===== src/rtl/intc_pkg.sv =====
package intc_pkg;
   typedef enum logic [1:0] {
      OP_ION  = 2'd0,
      OP_IOFF = 2'd1,
      OP_MASK = 2'd2,
      OP_ACK  = 2'd3
   } intc_op_e;

   typedef enum logic [1:0] {
      ST_IDLE  = 2'd0,
      ST_SAVE  = 2'd1,
      ST_FETCH = 2'd2,
      ST_JUMP  = 2'd3
   } intc_state_e;
endpackage


===== src/rtl/intc_arbiter.sv =====
module intc_arbiter #(
   parameter int NDEV      = 8,
   parameter int LVLS      = 16,
   parameter int CODEW     = 6,
   parameter bit LEVEL_ARB = 1'b1,
   localparam int LVLW     = $clog2(LVLS)
) (
   input  logic [NDEV-1:0]       req_i,
   input  logic [NDEV*LVLW-1:0]  level_i,
   input  logic [NDEV*CODEW-1:0] code_i,
   input  logic [LVLS-1:0]       mask_i,
   output logic                  any_o,
   output logic [CODEW-1:0]      code_o
);
   logic [NDEV-1:0] elig;
   logic [NDEV-1:0] at_lvl [LVLS];
   logic [LVLS-1:0] lvl_hit;

   for (genvar d = 0; d < NDEV; d++) begin : g_elig
      assign elig[d] = req_i[d] & ~mask_i[level_i[d*LVLW +: LVLW]];
   end

   for (genvar l = 0; l < LVLS; l++) begin : g_lvl
      for (genvar d = 0; d < NDEV; d++) begin : g_dev
         assign at_lvl[l][d] = elig[d] & (level_i[d*LVLW +: LVLW] == LVLW'(l));
      end
      assign lvl_hit[l] = |at_lvl[l];
   end

   logic [NDEV-1:0] cand;

   if (LEVEL_ARB) begin : g_level_first
      always_comb begin
         logic found;
         found = 1'b0;
         cand  = '0;
         for (int l = 0; l < LVLS; l++) begin
            if (!found && lvl_hit[l]) begin
               found = 1'b1;
               cand  = at_lvl[l];
            end
         end
      end
   end else begin : g_chain_only
      assign cand = elig;
   end

   always_comb begin
      logic found;
      found  = 1'b0;
      code_o = '0;
      for (int d = 0; d < NDEV; d++) begin
         if (!found && cand[d]) begin
            found  = 1'b1;
            code_o = code_i[d*CODEW +: CODEW];
         end
      end
      any_o = found;
   end
endmodule


===== src/rtl/intc_enable_ctl.sv =====
module intc_enable_ctl
   import intc_pkg::*;
#(
   parameter int LVLS = 16
) (
   input  logic            clk_i,
   input  logic            rst_ni,
   input  logic            op_valid_i,
   input  intc_op_e        op_kind_i,
   input  logic [LVLS-1:0] op_data_i,
   input  logic            boundary_i,
   input  logic            accept_i,
   input  logic            power_fail_i,
   output logic            ien_o,
   output logic [LVLS-1:0] mask_o,
   output logic            pf_pend_o
);
   logic ion_pend_q;
   logic pf_q;

   always_ff @(posedge clk_i) begin
      if (!rst_ni) begin
         ien_o      <= 1'b0;
         ion_pend_q <= 1'b0;
         mask_o     <= '0;
         pf_q       <= 1'b0;
         pf_pend_o  <= 1'b0;
      end else begin
         pf_q <= power_fail_i;
         if (accept_i) pf_pend_o <= 1'b0;
         if (power_fail_i && !pf_q) pf_pend_o <= 1'b1;

         if (accept_i) begin
            ien_o      <= 1'b0;
            ion_pend_q <= 1'b0;
         end else begin
            if (boundary_i && ion_pend_q) begin
               ien_o      <= 1'b1;
               ion_pend_q <= 1'b0;
            end
            if (op_valid_i && op_kind_i == OP_ION) ion_pend_q <= 1'b1;
            if (op_valid_i && op_kind_i == OP_IOFF) begin
               ien_o      <= 1'b0;
               ion_pend_q <= 1'b0;
            end
         end

         if (op_valid_i && op_kind_i == OP_MASK) mask_o <= op_data_i;
      end
   end
endmodule


===== src/rtl/intc_entry_seq.sv =====
module intc_entry_seq
   import intc_pkg::*;
#(
   parameter int AW = 15,
   parameter int DW = 16
) (
   input  logic          clk_i,
   input  logic          rst_ni,
   input  logic          start_i,
   input  logic [AW-1:0] pc_i,
   input  logic [DW-1:0] mem_rdata_i,
   output logic          idle_o,
   output logic          mem_we_o,
   output logic          mem_re_o,
   output logic [AW-1:0] mem_addr_o,
   output logic [DW-1:0] mem_wdata_o,
   output logic          pc_load_o,
   output logic [AW-1:0] pc_new_o
);
   localparam logic [AW-1:0] SAVE_ADDR = AW'(0);
   localparam logic [AW-1:0] VEC_ADDR  = AW'(1);

   intc_state_e   state_q;
   logic [AW-1:0] saved_pc_q;

   always_ff @(posedge clk_i) begin
      if (!rst_ni) begin
         state_q    <= ST_IDLE;
         saved_pc_q <= '0;
      end else begin
         unique case (state_q)
            ST_IDLE: if (start_i) begin
               state_q    <= ST_SAVE;
               saved_pc_q <= pc_i;
            end
            ST_SAVE:  state_q <= ST_FETCH;
            ST_FETCH: state_q <= ST_JUMP;
            ST_JUMP:  state_q <= ST_IDLE;
            default:  state_q <= ST_IDLE;
         endcase
      end
   end

   assign idle_o      = (state_q == ST_IDLE);
   assign mem_we_o    = (state_q == ST_SAVE);
   assign mem_re_o    = (state_q == ST_FETCH);
   assign mem_addr_o  = (state_q == ST_FETCH) ? VEC_ADDR : SAVE_ADDR;
   assign mem_wdata_o = DW'(saved_pc_q);
   assign pc_load_o   = (state_q == ST_JUMP);
   assign pc_new_o    = mem_rdata_i[AW-1:0];
endmodule


===== src/rtl/prio_intc.sv =====
module prio_intc
   import intc_pkg::*;
#(
   parameter int            NDEV      = 8,
   parameter int            LVLS      = 16,
   parameter int            CODEW     = 6,
   parameter int            AW        = 15,
   parameter int            DW        = 16,
   parameter bit            LEVEL_ARB = 1'b1,
   parameter logic [CODEW-1:0] PF_CODE = '1,
   localparam int           LVLW      = $clog2(LVLS)
) (
   input  logic                  clk_i,
   input  logic                  rst_ni,
   input  logic                  instr_done_i,
   input  logic [AW-1:0]         pc_i,
   input  logic                  op_valid_i,
   input  logic [1:0]            op_kind_i,
   input  logic [1:0]            op_acc_i,
   input  logic [LVLS-1:0]       op_data_i,
   input  logic [NDEV-1:0]       dev_req_i,
   input  logic [NDEV*LVLW-1:0]  dev_level_i,
   input  logic [NDEV*CODEW-1:0] dev_code_i,
   input  logic                  power_fail_i,
   output logic                  ien_o,
   output logic                  busy_o,
   output logic                  mem_we_o,
   output logic                  mem_re_o,
   output logic [AW-1:0]         mem_addr_o,
   output logic [DW-1:0]         mem_wdata_o,
   input  logic [DW-1:0]         mem_rdata_i,
   output logic                  pc_load_o,
   output logic [AW-1:0]         pc_new_o,
   output logic                  ack_valid_o,
   output logic [1:0]            ack_acc_o,
   output logic [CODEW-1:0]      ack_code_o
);
   if (NDEV < 1) begin : g_chk_ndev
      $error("NDEV must be at least 1");
   end
   if (LVLS < 2 || LVLS != (1 << LVLW)) begin : g_chk_lvls
      $error("LVLS must be a power of two, at least 2");
   end
   if (DW < AW) begin : g_chk_dw
      $error("DW must hold a full PC");
   end
   if (AW < 2) begin : g_chk_aw
      $error("AW must address words 0 and 1");
   end

   intc_op_e        op_kind;
   logic [LVLS-1:0] mask;
   logic            pf_pend;
   logic            any_req;
   logic [CODEW-1:0] win_code;
   logic            idle;
   logic            boundary;
   logic            accept;

   assign op_kind  = intc_op_e'(op_kind_i);
   assign boundary = instr_done_i & idle;
   assign accept   = boundary & (pf_pend | (ien_o & any_req));
   assign busy_o   = ~idle;

   intc_arbiter #(
      .NDEV(NDEV), .LVLS(LVLS), .CODEW(CODEW), .LEVEL_ARB(LEVEL_ARB)
   ) u_arb (
      .req_i  (dev_req_i),
      .level_i(dev_level_i),
      .code_i (dev_code_i),
      .mask_i (mask),
      .any_o  (any_req),
      .code_o (win_code)
   );

   intc_enable_ctl #(.LVLS(LVLS)) u_en (
      .clk_i       (clk_i),
      .rst_ni      (rst_ni),
      .op_valid_i  (op_valid_i),
      .op_kind_i   (op_kind),
      .op_data_i   (op_data_i),
      .boundary_i  (boundary),
      .accept_i    (accept),
      .power_fail_i(power_fail_i),
      .ien_o       (ien_o),
      .mask_o      (mask),
      .pf_pend_o   (pf_pend)
   );

   intc_entry_seq #(.AW(AW), .DW(DW)) u_seq (
      .clk_i      (clk_i),
      .rst_ni     (rst_ni),
      .start_i    (accept),
      .pc_i       (pc_i),
      .mem_rdata_i(mem_rdata_i),
      .idle_o     (idle),
      .mem_we_o   (mem_we_o),
      .mem_re_o   (mem_re_o),
      .mem_addr_o (mem_addr_o),
      .mem_wdata_o(mem_wdata_o),
      .pc_load_o  (pc_load_o),
      .pc_new_o   (pc_new_o)
   );

   always_ff @(posedge clk_i) begin
      if (!rst_ni) begin
         ack_valid_o <= 1'b0;
         ack_acc_o   <= '0;
         ack_code_o  <= '0;
      end else begin
         ack_valid_o <= op_valid_i && op_kind == OP_ACK;
         if (op_valid_i && op_kind == OP_ACK) begin
            ack_acc_o  <= op_acc_i;
            ack_code_o <= pf_pend ? PF_CODE : win_code;
         end
      end
   end
endmodule


===== config.mk =====
export PLATFORM = sky130hd
export DESIGN_NAME = prio_intc
export DESIGN_NICKNAME = d
export VERILOG_FILES = /design/src/rtl/intc_pkg.sv /design/src/rtl/intc_arbiter.sv /design/src/rtl/intc_enable_ctl.sv /design/src/rtl/intc_entry_seq.sv /design/src/rtl/prio_intc.sv
export SDC_FILE = /design/constraint.sdc
export NUM_CORES = 1
export LEC_CHECK = 0
export CAP_MARGIN = 20
export CORE_MARGIN = 10
export CORE_UTILIZATION = 54
export DETAILED_ROUTE_END_ITERATION = 8
export PLACE_DENSITY = 0.9
export SETUP_SLACK_MARGIN = 0.2
export SLEW_MARGIN = 5
export SYNTH_ARGS = -nofsm -noshare
export SYNTH_HDL_FRONTEND = slang
export SYNTH_SLANG_ARGS = --single-unit

===== constraint.sdc =====
create_clock -name clk_i -period 11.2 [get_ports clk_i]
set_input_delay 2.24 -clock clk_i [delete_from_list [all_inputs] [get_ports clk_i]]
set_output_delay 2.24 -clock clk_i [all_outputs]
set_load 0.005 [all_outputs]

Yosys cells after proc, flatten, opt, wreduce, memory -nomap -nowiden
Index checks and enable logic that the tools add are counted.
- register bits: 46
- input bits: 144
- output and inout bits: 60
- logic and storage cells: 447
- order comparisons: 8
- eq/ne operators: 127
- multiplexer cells: 71
- bitwise logic cells: 150
- reductions and logical operators: 81
- operators by type and width (operator ; count):
    $eq 4x4->1 const B ; 64
    $and 1x1->1 ; 139
    $eq 4x3->1 const B ; 32
    $mux 8 ; 16
    $reduce_or 8->1 ; 16
    $eq 4x2->1 const B ; 16
    $mux 6 ; 9
    $lt 4x5->1 const B ; 8
    $mux 1 ; 36
    $bmux 1 s4 ; 8
    $eq 4x1->1 const B ; 8
    $logic_not 4->1 ; 8
    $logic_and 1x1->1 ; 28
    $logic_not 1->1 ; 23
    $not 1->1 ; 10
    $eq 2x2->1 const B ; 4
    $pmux 2 s4 ; 1
    $eq 2x1->1 const B ; 2
    $logic_not 2->1 ; 2
    $reduce_bool 2->1 ; 2
    $reduce_or 3->1 ; 1
    $mux 2 ; 1
    $ne 2x1->1 const B ; 1
    $reduce_and 2->1 ; 1
    $or 1x1->1 ; 1

Longest topological paths before layout
Gate-level depths: netlist (run 1).
- depth after elaboration: 79
- mapped depth: 18
- gate-level depth less buffers: 13

Modules after synthesis
Synthesis (run 1) repeated with hierarchy kept, for this count alone.
- cells, all modules: 929
- area, all modules: 6507.5 um2
- modules (own cells, without submodules) (module ; instances ; cells an instance ; area an instance (um2) ; sequential area each (um2)):
    intc_arbiter ; 1 ; 686 ; 4436.8 ; 0.0
    intc_entry_seq ; 1 ; 113 ; 945.9 ; 340.3
    intc_enable_ctl ; 1 ; 88 ; 744.5 ; 400.4
    prio_intc ; 1 ; 42 ; 380.4 ; 180.2

Worst setup path after synthesis (run 1)
Ideal clock, no wire load.
- path type: input port to flip-flop
- start: input dev_level_i[29]
- end: register u_seq.saved_pc_q[10]
- library setup time: 0.120 ns
- arrival time: 5.954 ns
- data required time: 11.080 ns
- setup slack: 5.127 ns
- cell stages on the path: 17
- buffers on the path: 4
- cells stage by stage: buf_6 or4b_4 or3_1 o2111ai_1 or4_1 buf_6 and3b_4 and4_1 buf_6 and3_4 a22o_1 a311oi_4 o211ai_2 nor4_4 a211oi_4 buf_6 mux2i_1
- longest elaborated chain between the ends: 78
- elaborated cells on any way between the ends: 139
- classes of those cells: eq/ne: 15; mux: 41; bitwise: 21; reduce/logical: 62
- ends and longest elaborated chain (item ; line ; text):
    start: declaration ; prio_intc.sv:22 ; input logic [NDEV*LVLW-1:0] dev_level_i,
    $bmux 1 s4 ; intc_arbiter.sv:20 ; assign elig[d] = req_i[d] & ~mask_i[level_i[d*LVLW +: LVLW]];
    $mux 1 (not written as such) ; intc_arbiter.sv:20 ;
    $not 1->1 ; intc_arbiter.sv:20 ;
    $and 1x1->1 ; intc_arbiter.sv:20 ;
    $and 1x1->1 ; intc_arbiter.sv:25 ; assign at_lvl[l][d] = elig[d] & (level_i[d*LVLW +: LVLW] == LVLW'(l));
    $reduce_or 8->1 ; intc_arbiter.sv:27 ; assign lvl_hit[l] = |at_lvl[l];
    $mux 1 ; intc_arbiter.sv:38 ; if (!found && lvl_hit[l]) begin
    $logic_not 1->1 ; intc_arbiter.sv:38 ;
    (+62 left out) ; -- ;
    $mux 1 ; intc_arbiter.sv:53 ; if (!found && cand[d]) begin
    $logic_not 1->1 ; intc_arbiter.sv:53 ;
    $logic_and 1x1->1 ; intc_arbiter.sv:53 ;
    $mux 1 * ; intc_arbiter.sv:53 ;
    $and 1x1->1 * ; prio_intc.sv:62 ; assign accept = boundary & (pf_pend | (ien_o & any_req));
    $or 1x1->1 * ; prio_intc.sv:62 ;
    $and 1x1->1 * ; prio_intc.sv:62 ;
    $reduce_and 2->1 (no source line) * ; -- ;
    end signal: assignment ; intc_entry_seq.sv:34 ; saved_pc_q <= pc_i;
    end: declaration ; intc_entry_seq.sv:24 ; logic [AW-1:0] saved_pc_q;
Mark *: on every way between the ends. The rest lies on a longest branch, timed or not. The select of a mux whose other input is x is not followed.
A chain may end at the register's enable or synchronous reset.

Worst setup path in the final report (run 1)
- start: input dev_level_i[25]
- end: register u_seq.saved_pc_q[12]
The elaborated chain is that of the path after synthesis.

==> qor.csv, run 1 <==
metric,value,unit
outcome,completed,
synth_top_area_share,13.1,%
worstPathRequired,11400,ps
p_per_area,95.9,nW/um2
htree_levels,2,
fin_nets,1212,
critical_path_class,in -> reg,
drtIter0Drc,1832,
crit_path_end_kind,flip-flop,
netlist_instances,983,
yosysTopAreaCell,dfxtp_1,
io_buffers,157,
syn_avg_cell_area,7.14,um2
num_antenna_cells,0,
max_clock_freq,0.117,GHz
internal_power,0.463,mW
core,12700,um2
postCtsSetupBuffers,0,
die_w,134,um
cts_buffers,5,
drt-pass1-iter-count,6,
grt_pass1_vias,8552,
hp-class,reg -> reg,
synthArstFlopShare,0,%
worst_ep_arrival_time,8780,ps
cpPeakStageDelay,950,ps
grt.overflow.total,0,
gp_congestion,1.12,
synth-edff-count,0,
yosysWarnings,0,
final_cell_count_no_fill,1236,
wirelength,32600,um
synth_area_leaders,"dfxtp_1 13%, nand2_1 6.1%, mux2i_1 4.6%, nor3_1 4.5%, buf_4 3.6%",
crit_family,simple AND/OR/NAND/NOR gates,
grt_max_degree,64,
grt_pass1_wl,49700,um
area_growth,20.7,%
hold_violations,0,
synth-seq-cells,46,
rsz0062_at_grt,no,
power_leakage,2.86,nW
cts_root_buf,clkbuf_16,
drc,0,
crit_top_cell,nor4_4,
synth_area,7020,um2
fin_skew,12.8,ps
netSwitchingFraction,43.1,%
crit_path_start_kind,primary input,
cp.buffers_inverters,1,
pwr-share-comb,55.1,%
final_util,66.9,%
cts.sinks,46,
num_vias,9024,
synth_cell_types,97,
report.final.setup_viol,0,
clkTransAtPathRegs,70,ps
drive_above_1_share,7.61,%
cp_max_fo,20,
dieArea,18000,um2
tightestPinTransition,1080,ps
p_sw,0.350,mW
via_per_inst,7.30,
ys_top_cells_by_count,"114 x nand2_1, 63 x nor3_1, 61 x nor2_1",
drv_slew,0,
max_cap_viol_count,0,
dpl.hpwl,26000,um
dp_cells,1228,
critPathSlowestCell,a211oi_4,
clock_path_buffers,2,
antenna_left,0,
grt_use_total,34.2,%
pwr-share-clk,21.4,%
cp_cell_sequence,clkdlybuf4s50_1 -> nand2b_1 -> nor4_1 -> a2111oi_0 -> nand2_1 -> nor4_4 -> and4_1 -> nand3_1 -> nor2_1 -> nand4_1 -> o211ai_2 -> nor4_4 -> a211oi_4 -> mux2i_1,
clk_latency,300,ps
ios,204,
synth.most_common_cell,nand2_1,
num_rows,41,
fin_tns_setup,0,ps
peakVddDrop,0.141,mV
slew_headroom,27.7,%
cts_tree,done,
period_share,76.6,%
wl_per_cell,26.4,um
ys_seq_area_share,13.1,%
synthFlopType,dfxtp_1,
initial_utilization,55.4,%
nFillCells,1069,
grt_antenna_before_repair,0,
ctsResizeCount,0,
power_frac_seq,23.5,%
die_h,134,um
post-route-min-period,8570,ps
hold_buffers,0,
flip-flops by register name (all words and copies together) (netlist names):
signal,count
ack_valid_o,1
ack_acc_o,2
u_en.pf_q,1
u_en.mask_o,16
u_en.ien_o,1
u_en.pf_pend_o,1
ack_code_o,6
u_seq.state_q,2
u_seq.saved_pc_q,15
u_en.ion_pend_q,1
layer usage:
| metal | vias to the layer above | track usage [%] | part of all wire (%) |
|---|---|---|---|
| li1 | 3906 | - | - |
| met1 | 4183 | 41.5 | 37 |
| met2 | 777 | 54.3 | 44 |
| met3 | 158 | 12.1 | 15 |
| met4 | 0 | 12.8 | 4.4 |
| met5 | - | 0 | 0 |
cell families (layout without fill, tap and decap cells):
group                      count (synthesis)  in the layout  share of synthesized area (%)
and+or+nand+nor                          513            513                           42.0
AOI/OAI and AO/OA                        243            243                           25.5
buffers and inverters                    120            187                           9.23
muxes                                     52             52                           8.78
DFF                                       46             46                           13.1
adders and majority gates                  5              5                          0.891
xor gates and xnor gates                   3              3                          0.374
other                                      1             15                         0.0534
per-stage QoR:
| step | worst slack [ps] | power (mW) | hold slack, ps | cell area, um2 |
|---|---|---|---|---|
| 6_report | 2630 | 0.813 | 468 | 8480 |
| 5_1_grt | 2230 | 0.842 | 496 | 8480 |
| 4_1_cts | 2940 | 0.791 | 470 | 8480 |
| 3_5_place_dp | 2650 | 0.620 | 455 | 8310 |
| 3_3_place_gp | 2660 | 0.613 | 440 | 8310 |
| 2_1_floorplan | 5130 | 0.473 | 451 | 7080 |
cell usage in the layout (no fill, tap or decap), types with 7 or more instances in the layout:
| cell type | netlist | layout |
|---|---|---|
| a211oi_1 | 13 | 13 |
| a21boi_0 | 17 | 17 |
| a21oi_1 | 42 | 42 |
| a311oi_1 | 7 | 7 |
| a31oi_1 | 12 | 12 |
| and2_1 | 11 | 11 |
| and3_1 | 15 | 15 |
| and4_1 | 7 | 7 |
| clkdlybuf4s50_1 | 0 | 156 |
| conb_1 | 1 | 15 |
| dfxtp_1 | 46 | 46 |
| inv_1 | 16 | 16 |
| mux2_2 | 12 | 12 |
| mux2i_1 | 32 | 32 |
| nand2_1 | 114 | 114 |
| nand2b_1 | 26 | 26 |
| nand3_1 | 32 | 32 |
| nand3b_1 | 12 | 12 |
| nand4_1 | 14 | 14 |
| nand4b_1 | 11 | 11 |
| nor2_1 | 61 | 61 |
| nor2b_1 | 13 | 13 |
| nor3_1 | 63 | 63 |
| nor3b_1 | 10 | 10 |
| nor4_1 | 32 | 32 |
| nor4b_1 | 12 | 12 |
| o211ai_1 | 12 | 12 |
| o21ai_0 | 36 | 36 |
| o31ai_1 | 10 | 10 |
| or2_2 | 9 | 9 |
| or3_1 | 23 | 23 |
| or4_1 | 10 | 10 |
layout make-up:
cell class	instances	area (um2)	share of cell area, %
clock buffer	5	125	1.48
clock inverter	3	43.8	0.516
inverter	17	63.8	0.753
multi-input combinational	831	5510	64.9
sequential	46	921	10.9
tap	172	215	2.54
timing repair buffer	162	1600	18.9
worst min-delay path, cell delays in order (launching register included):
cell	delay, ps
dfxtp_1	310
nand2_1	60
mux2i_1	50
power groups by stage:
stage,Combinational [mW],Clock [mW],Sequential (mW)
2_1_floorplan,0.286,0,0.187
3_3_place_gp,0.421,0,0.192
3_5_place_dp,0.426,0,0.194
4_1_cts,0.430,0.171,0.190
5_1_grt,0.472,0.177,0.192
6_report,0.448,0.174,0.191
worst paths after layout:
path	from	endpoint	slack, ps	cells after the start
setup / recovery	dev_level_i[25]	u_seq.saved_pc_q[12]	2630	14
hold / removal	u_seq.saved_pc_q[11]	u_seq.saved_pc_q[11]	470	2
setup reg to reg	u_en.mask_o[13]	u_seq.saved_pc_q[12]	4950	13
hold reg to reg	u_seq.saved_pc_q[11]	u_seq.saved_pc_q[11]	470	2
(Power assumes the default switching activity.)
==> inputs of run 2 (changes only) <==
CORE_UTILIZATION = 50   (was 54)
PLACE_DENSITY = 0.85   (was 0.9)
clock period = 8.9 ns   (was 11.2 ns; I/O delays follow)
==> run 2 against run 1 <==
  * Clock-buffer cell count is 2 higher
  * Critical path depth is 1 higher
  * Final area is 0.58% higher
  * Sequential share of layout area is 0.062 points lower
  * Combinational power is 27% higher
  * Clock skew is 8.0 ps lower
  * Clock power is 7% higher
  * Total power is 22% higher
  * First-iteration DRC count is 18% lower
==> qor.csv, run 2 (synthesis results as in run 1) <==
metric,value,unit
max_clock_freq,0.131,GHz
fin_tns_setup,0,ps
report.final.setup_viol,0,
die_h,139,um
fin_nets,1220,
num_vias,8896,
peakVddDrop,0.207,mV
grt_max_degree,64,
clock_path_buffers,2,
power_leakage,2.88,nW
area_growth,21.4,%
final_util,61.7,%
drc,0,
regMostFlops,u_en.mask_o,
worst_ep_arrival_time,7840,ps
drt-pass1-iter-count,6,
ios,204,
worstPathRequired,9100,ps
slew_headroom,33.7,%
htree_levels,2,
grt_use_total,31.5,%
critical_path_class,in -> reg,
reg.largest.list,"u_en.mask_o (16), u_seq.saved_pc_q (15), ack_code_o (6)",
num_antenna_cells,0,
dieArea,19200,um2
p_per_area,117,nW/um2
ctsResizeCount,0,
cts_buffers,5,
drive_above_1_share,8.21,%
hp-class,reg -> reg,
cts_root_buf,clkbuf_16,
wirelength,32900,um
grt.overflow.total,0,
wl_per_cell,26.3,um
initial_utilization,50.8,%
crit_path_end_kind,flip-flop,
drv_slew,0,
antenna_left,0,
outcome,completed,
hold_violations,0,
power_frac_seq,24.3,%
hold_buffers,0,
dpl.hpwl,26500,um
cts.sinks,46,
largest_reg_flops,16,
cts_tree,done,
post-route-min-period,7640,ps
post-place-ws,1200,ps
clkTransAtPathRegs,60,ps
pwr-share-clk,18.7,%
drtIter0Drc,1510,
nFillCells,1242,
dp_cells,1244,
max_cap_viol_count,0,
crit_path_start_kind,primary input,
gp_congestion,1.09,
clk_latency,280,ps
io_buffers,157,
p_sw,0.432,mW
tightestPinTransition,992,ps
pwr-share-comb,57.1,%
finalWorstSetupSlack,1260,ps
final_cell_count_no_fill,1252,
internal_power,0.563,mW
netSwitchingFraction,43.4,%
via_per_inst,7.11,
period_share,85.9,%
fin_skew,4.86,ps
grt_antenna_before_repair,0,
layout_common_cells,"156 x clkdlybuf4s50_1, 114 x nand2_1, 63 x nor3_1, 61 x nor2_1, 46 x dfxtp_1",
grt_pass1_vias,8203,
cp_max_fo,20,
grt_pass1_wl,49600,um
die_w,139,um
rsz0062_at_grt,no,
mostFrequentLayoutCell,clkdlybuf4s50_1,
core,13800,um2
postCtsSetupBuffers,0,
num_rows,43,
run 2: changes by cell type in the layout (fill, tap and decap cells not counted), sizes merged:
cell / change
inv: -1
buf: +8
bufinv: -1
clkbuf: +2
run 2: worst paths after layout:
path / endpoint / cells after the start / slack, ps / from
worst min register to register: u_seq.saved_pc_q[1] / 2 / 460 / u_seq.saved_pc_q[1]
worst min-delay path: u_seq.saved_pc_q[1] / 2 / 460 / u_seq.saved_pc_q[1]
worst max-delay path: u_seq.saved_pc_q[13] / 15 / 1260 / dev_level_i[25]
worst max register to register: u_seq.saved_pc_q[13] / 14 / 3030 / u_en.mask_o[13]
run 2: worst max-delay path, stage by stage:
cell             delay, ps
clkdlybuf4s50_1        850
nand2b_1               410
nor4_1                 140
a2111oi_0              390
nand2_1                260
nor4_4                 620
and4_1                 620
nand3_1                390
a211o_1                440
o311ai_2               170
o211ai_2               410
nor4_4                 720
a211oi_4               120
buf_4                  260
mux2i_1                230
run 2: power by group through the flow:
stage                     Sequential [mW]  Clock (mW)  Combinational [mW]
final                               0.241       0.186               0.568
after global routing                0.242       0.196               0.598
after CTS                           0.240       0.189               0.547
after detailed placement            0.244           0               0.541
after global placement              0.243           0               0.537
after floorplan                     0.235           0               0.360
run 2: layer usage:
layer / vias up / GRT usage (%) / wire length, um
met5: - / 0 / 0
met4: 0 / 10.4 / 1390
met3: 135 / 10.1 / 4360
met2: 686 / 49.9 / 14500
met1: 4159 / 39.4 / 12600
li1: 3916 / - / -
run 2: final cells by class:
cell class,instances,area [um2],share of cell area [%]
multi-input combinational,831,5510,64.6
timing repair buffer,170,1660,19.5
clock buffer,7,143,1.67
clock inverter,1,5.00,0.0587
tap,180,225,2.64
inverter,17,63.8,0.748
sequential,46,921,10.8
run 2: through the flow:
stage / hold slack [ps] / power (mW) / instance area, um2
floorplan: 451 / 0.595 / 7080
global placement: 441 / 0.780 / 8380
detailed placement: 451 / 0.785 / 8380
CTS: 463 / 0.976 / 8530
global route: 484 / 1.04 / 8530
finish: 458 / 0.995 / 8530
==> inputs of run 3 (changes only) <==
CORE_ASPECT_RATIO = 1.2   (was not set)
==> run 3 against run 2 <==
  * Via count down 0.27%
  * Non-clock buffer count down 5
  * Sequential share of layout area up 0.073 points
  * Largest power group unchanged
  * Routed wire length up 0.83%
  * Largest cell class unchanged
==> qor.csv, run 3 (synthesis results as in run 1) <==
metric,value,unit
gp_congestion,1.04,
fin_skew,5.95,ps
grt_pass1_wl,50200,um
power_frac_seq,24.4,%
drtIter0Drc,1429,
grt_use_total,32.7,%
grt.overflow.total,0,
core,13800,um2
peakVddDrop,0.170,mV
internal_power,0.561,mW
clk_latency,290,ps
max_cap_viol_count,0,
cts_tree,done,
final_util,61.6,%
dieArea,19200,um2
htree_levels,2,
outcome,completed,
slew_headroom,26.9,%
largest_reg_flops,16,
ios,204,
initial_utilization,51.0,%
die_h,150,um
drc,0,
drt-pass1-iter-count,9,
num_antenna_cells,0,
p_per_area,117,nW/um2
cts_root_buf,clkbuf_16,
mostFrequentLayoutCell,clkdlybuf4s50_1,
crit_path_start_kind,primary input,
via_per_inst,7.18,
pwr-share-comb,57.2,%
fin_nets,1215,
grt_max_degree,64,
area_growth,20.6,%
cts.sinks,46,
fin_tns_setup,0,ps
drv_slew,0,
ctsResizeCount,0,
grt_antenna_before_repair,0,
netSwitchingFraction,43.4,%
p_sw,0.431,mW
worstPathRequired,9110,ps
rsz0062_at_grt,no,
pwr-share-clk,18.4,%
grt_pass1_vias,8597,
post-route-min-period,7830,ps
tightestPinTransition,1090,ps
cts_buffers,5,
antenna_left,0,
layout_common_cells,"156 x clkdlybuf4s50_1, 114 x nand2_1, 63 x nor3_1, 61 x nor2_1, 46 x dfxtp_1",
worst_ep_arrival_time,8040,ps
drive_above_1_share,7.70,%
max_clock_freq,0.128,GHz
clock_path_buffers,2,
regMostFlops,u_en.mask_o,
period_share,88.0,%
crit_path_end_kind,flip-flop,
report.final.setup_viol,0,
hold_buffers,0,
reg.largest.list,"u_en.mask_o (16), u_seq.saved_pc_q (15), ack_code_o (6)",
nFillCells,1234,
num_vias,8872,
num_rows,47,
dpl.hpwl,26300,um
io_buffers,157,
clkTransAtPathRegs,60,ps
hp-class,reg -> reg,
die_w,128,um
hold_violations,0,
cp_max_fo,20,
critical_path_class,in -> reg,
wl_per_cell,26.8,um
postCtsSetupBuffers,0,
power_leakage,2.85,nW
wirelength,33100,um
-- run 3: cell types whose count changed in the layout (fill, tap and decap cells not counted), sizes merged --
cell,before,now
buf,14,9
clkinv,1,0
clkbuf,7,6
-- run 3: stage by stage --
| step | power, mW | cells | worst slack, ps | instance area [um2] | hold slack [ps] |
|---|---|---|---|---|---|
| final | 0.991 | 1236 | 1070 | 8470 | 461 |
| after global routing | 1.04 | 1236 | 810 | 8470 | 480 |
| after CTS | 0.973 | 1236 | 1270 | 8470 | 461 |
| after detailed placement | 0.788 | 1230 | 1020 | 8330 | 451 |
| after global placement | 0.784 | 1230 | 1110 | 8330 | 441 |
| after floorplan | 0.595 | 997 | 3290 | 7080 | 451 |
-- run 3: metal layers --
metal | up-vias | wire [um] | track usage, %
met5 | - | 0 | 0
met4 | 0 | 1580 | 15.9
met3 | 122 | 3790 | 7.57
met2 | 686 | 15500 | 53.0
met1 | 4166 | 12200 | 39.7
li1 | 3898 | - | -
-- run 3: path summary, 6_finish.rpt --
kind / cells after the start / endpoint / from / slack (ps)
setup / recovery: 14 / u_seq.saved_pc_q[0] / dev_level_i[25] / 1070
hold reg to reg: 2 / u_seq.saved_pc_q[9] / u_seq.saved_pc_q[9] / 460
setup reg to reg: 13 / u_seq.saved_pc_q[0] / u_en.mask_o[0] / 2900
hold / removal: 2 / u_seq.saved_pc_q[9] / u_seq.saved_pc_q[9] / 460
-- run 3: cell type report --
| cell class | count | area, um2 | share of cell area (%) |
|---|---|---|---|
| flip-flops and latches | 46 | 921 | 10.9 |
| repair buffers | 165 | 1630 | 19.2 |
| clock buffers | 6 | 139 | 1.64 |
| well taps | 171 | 214 | 2.53 |
| multi-input cells | 831 | 5510 | 65.0 |
| inverters | 17 | 63.8 | 0.753 |
-- run 3: critical path, stage by stage --
cell and delay [ps]:
clkdlybuf4s50_1 1040, mux2i_1 200, o211ai_2 220, o2111ai_1 200
or4_1 750, and3b_4 440, and4_1 470, nand3_1 550
a21oi_1 390, a221o_1 200, a22o_1 380, nor4_4 160
a211oi_4 940, mux2i_1 300
-- run 3: power by group through the flow --
stage	Clock (mW)	Combinational, mW	Sequential (mW)
final	0.182	0.567	0.242
after global routing	0.192	0.602	0.243
after CTS	0.183	0.550	0.241
after detailed placement	0	0.544	0.244
after global placement	0	0.540	0.244
after floorplan	0	0.360	0.235
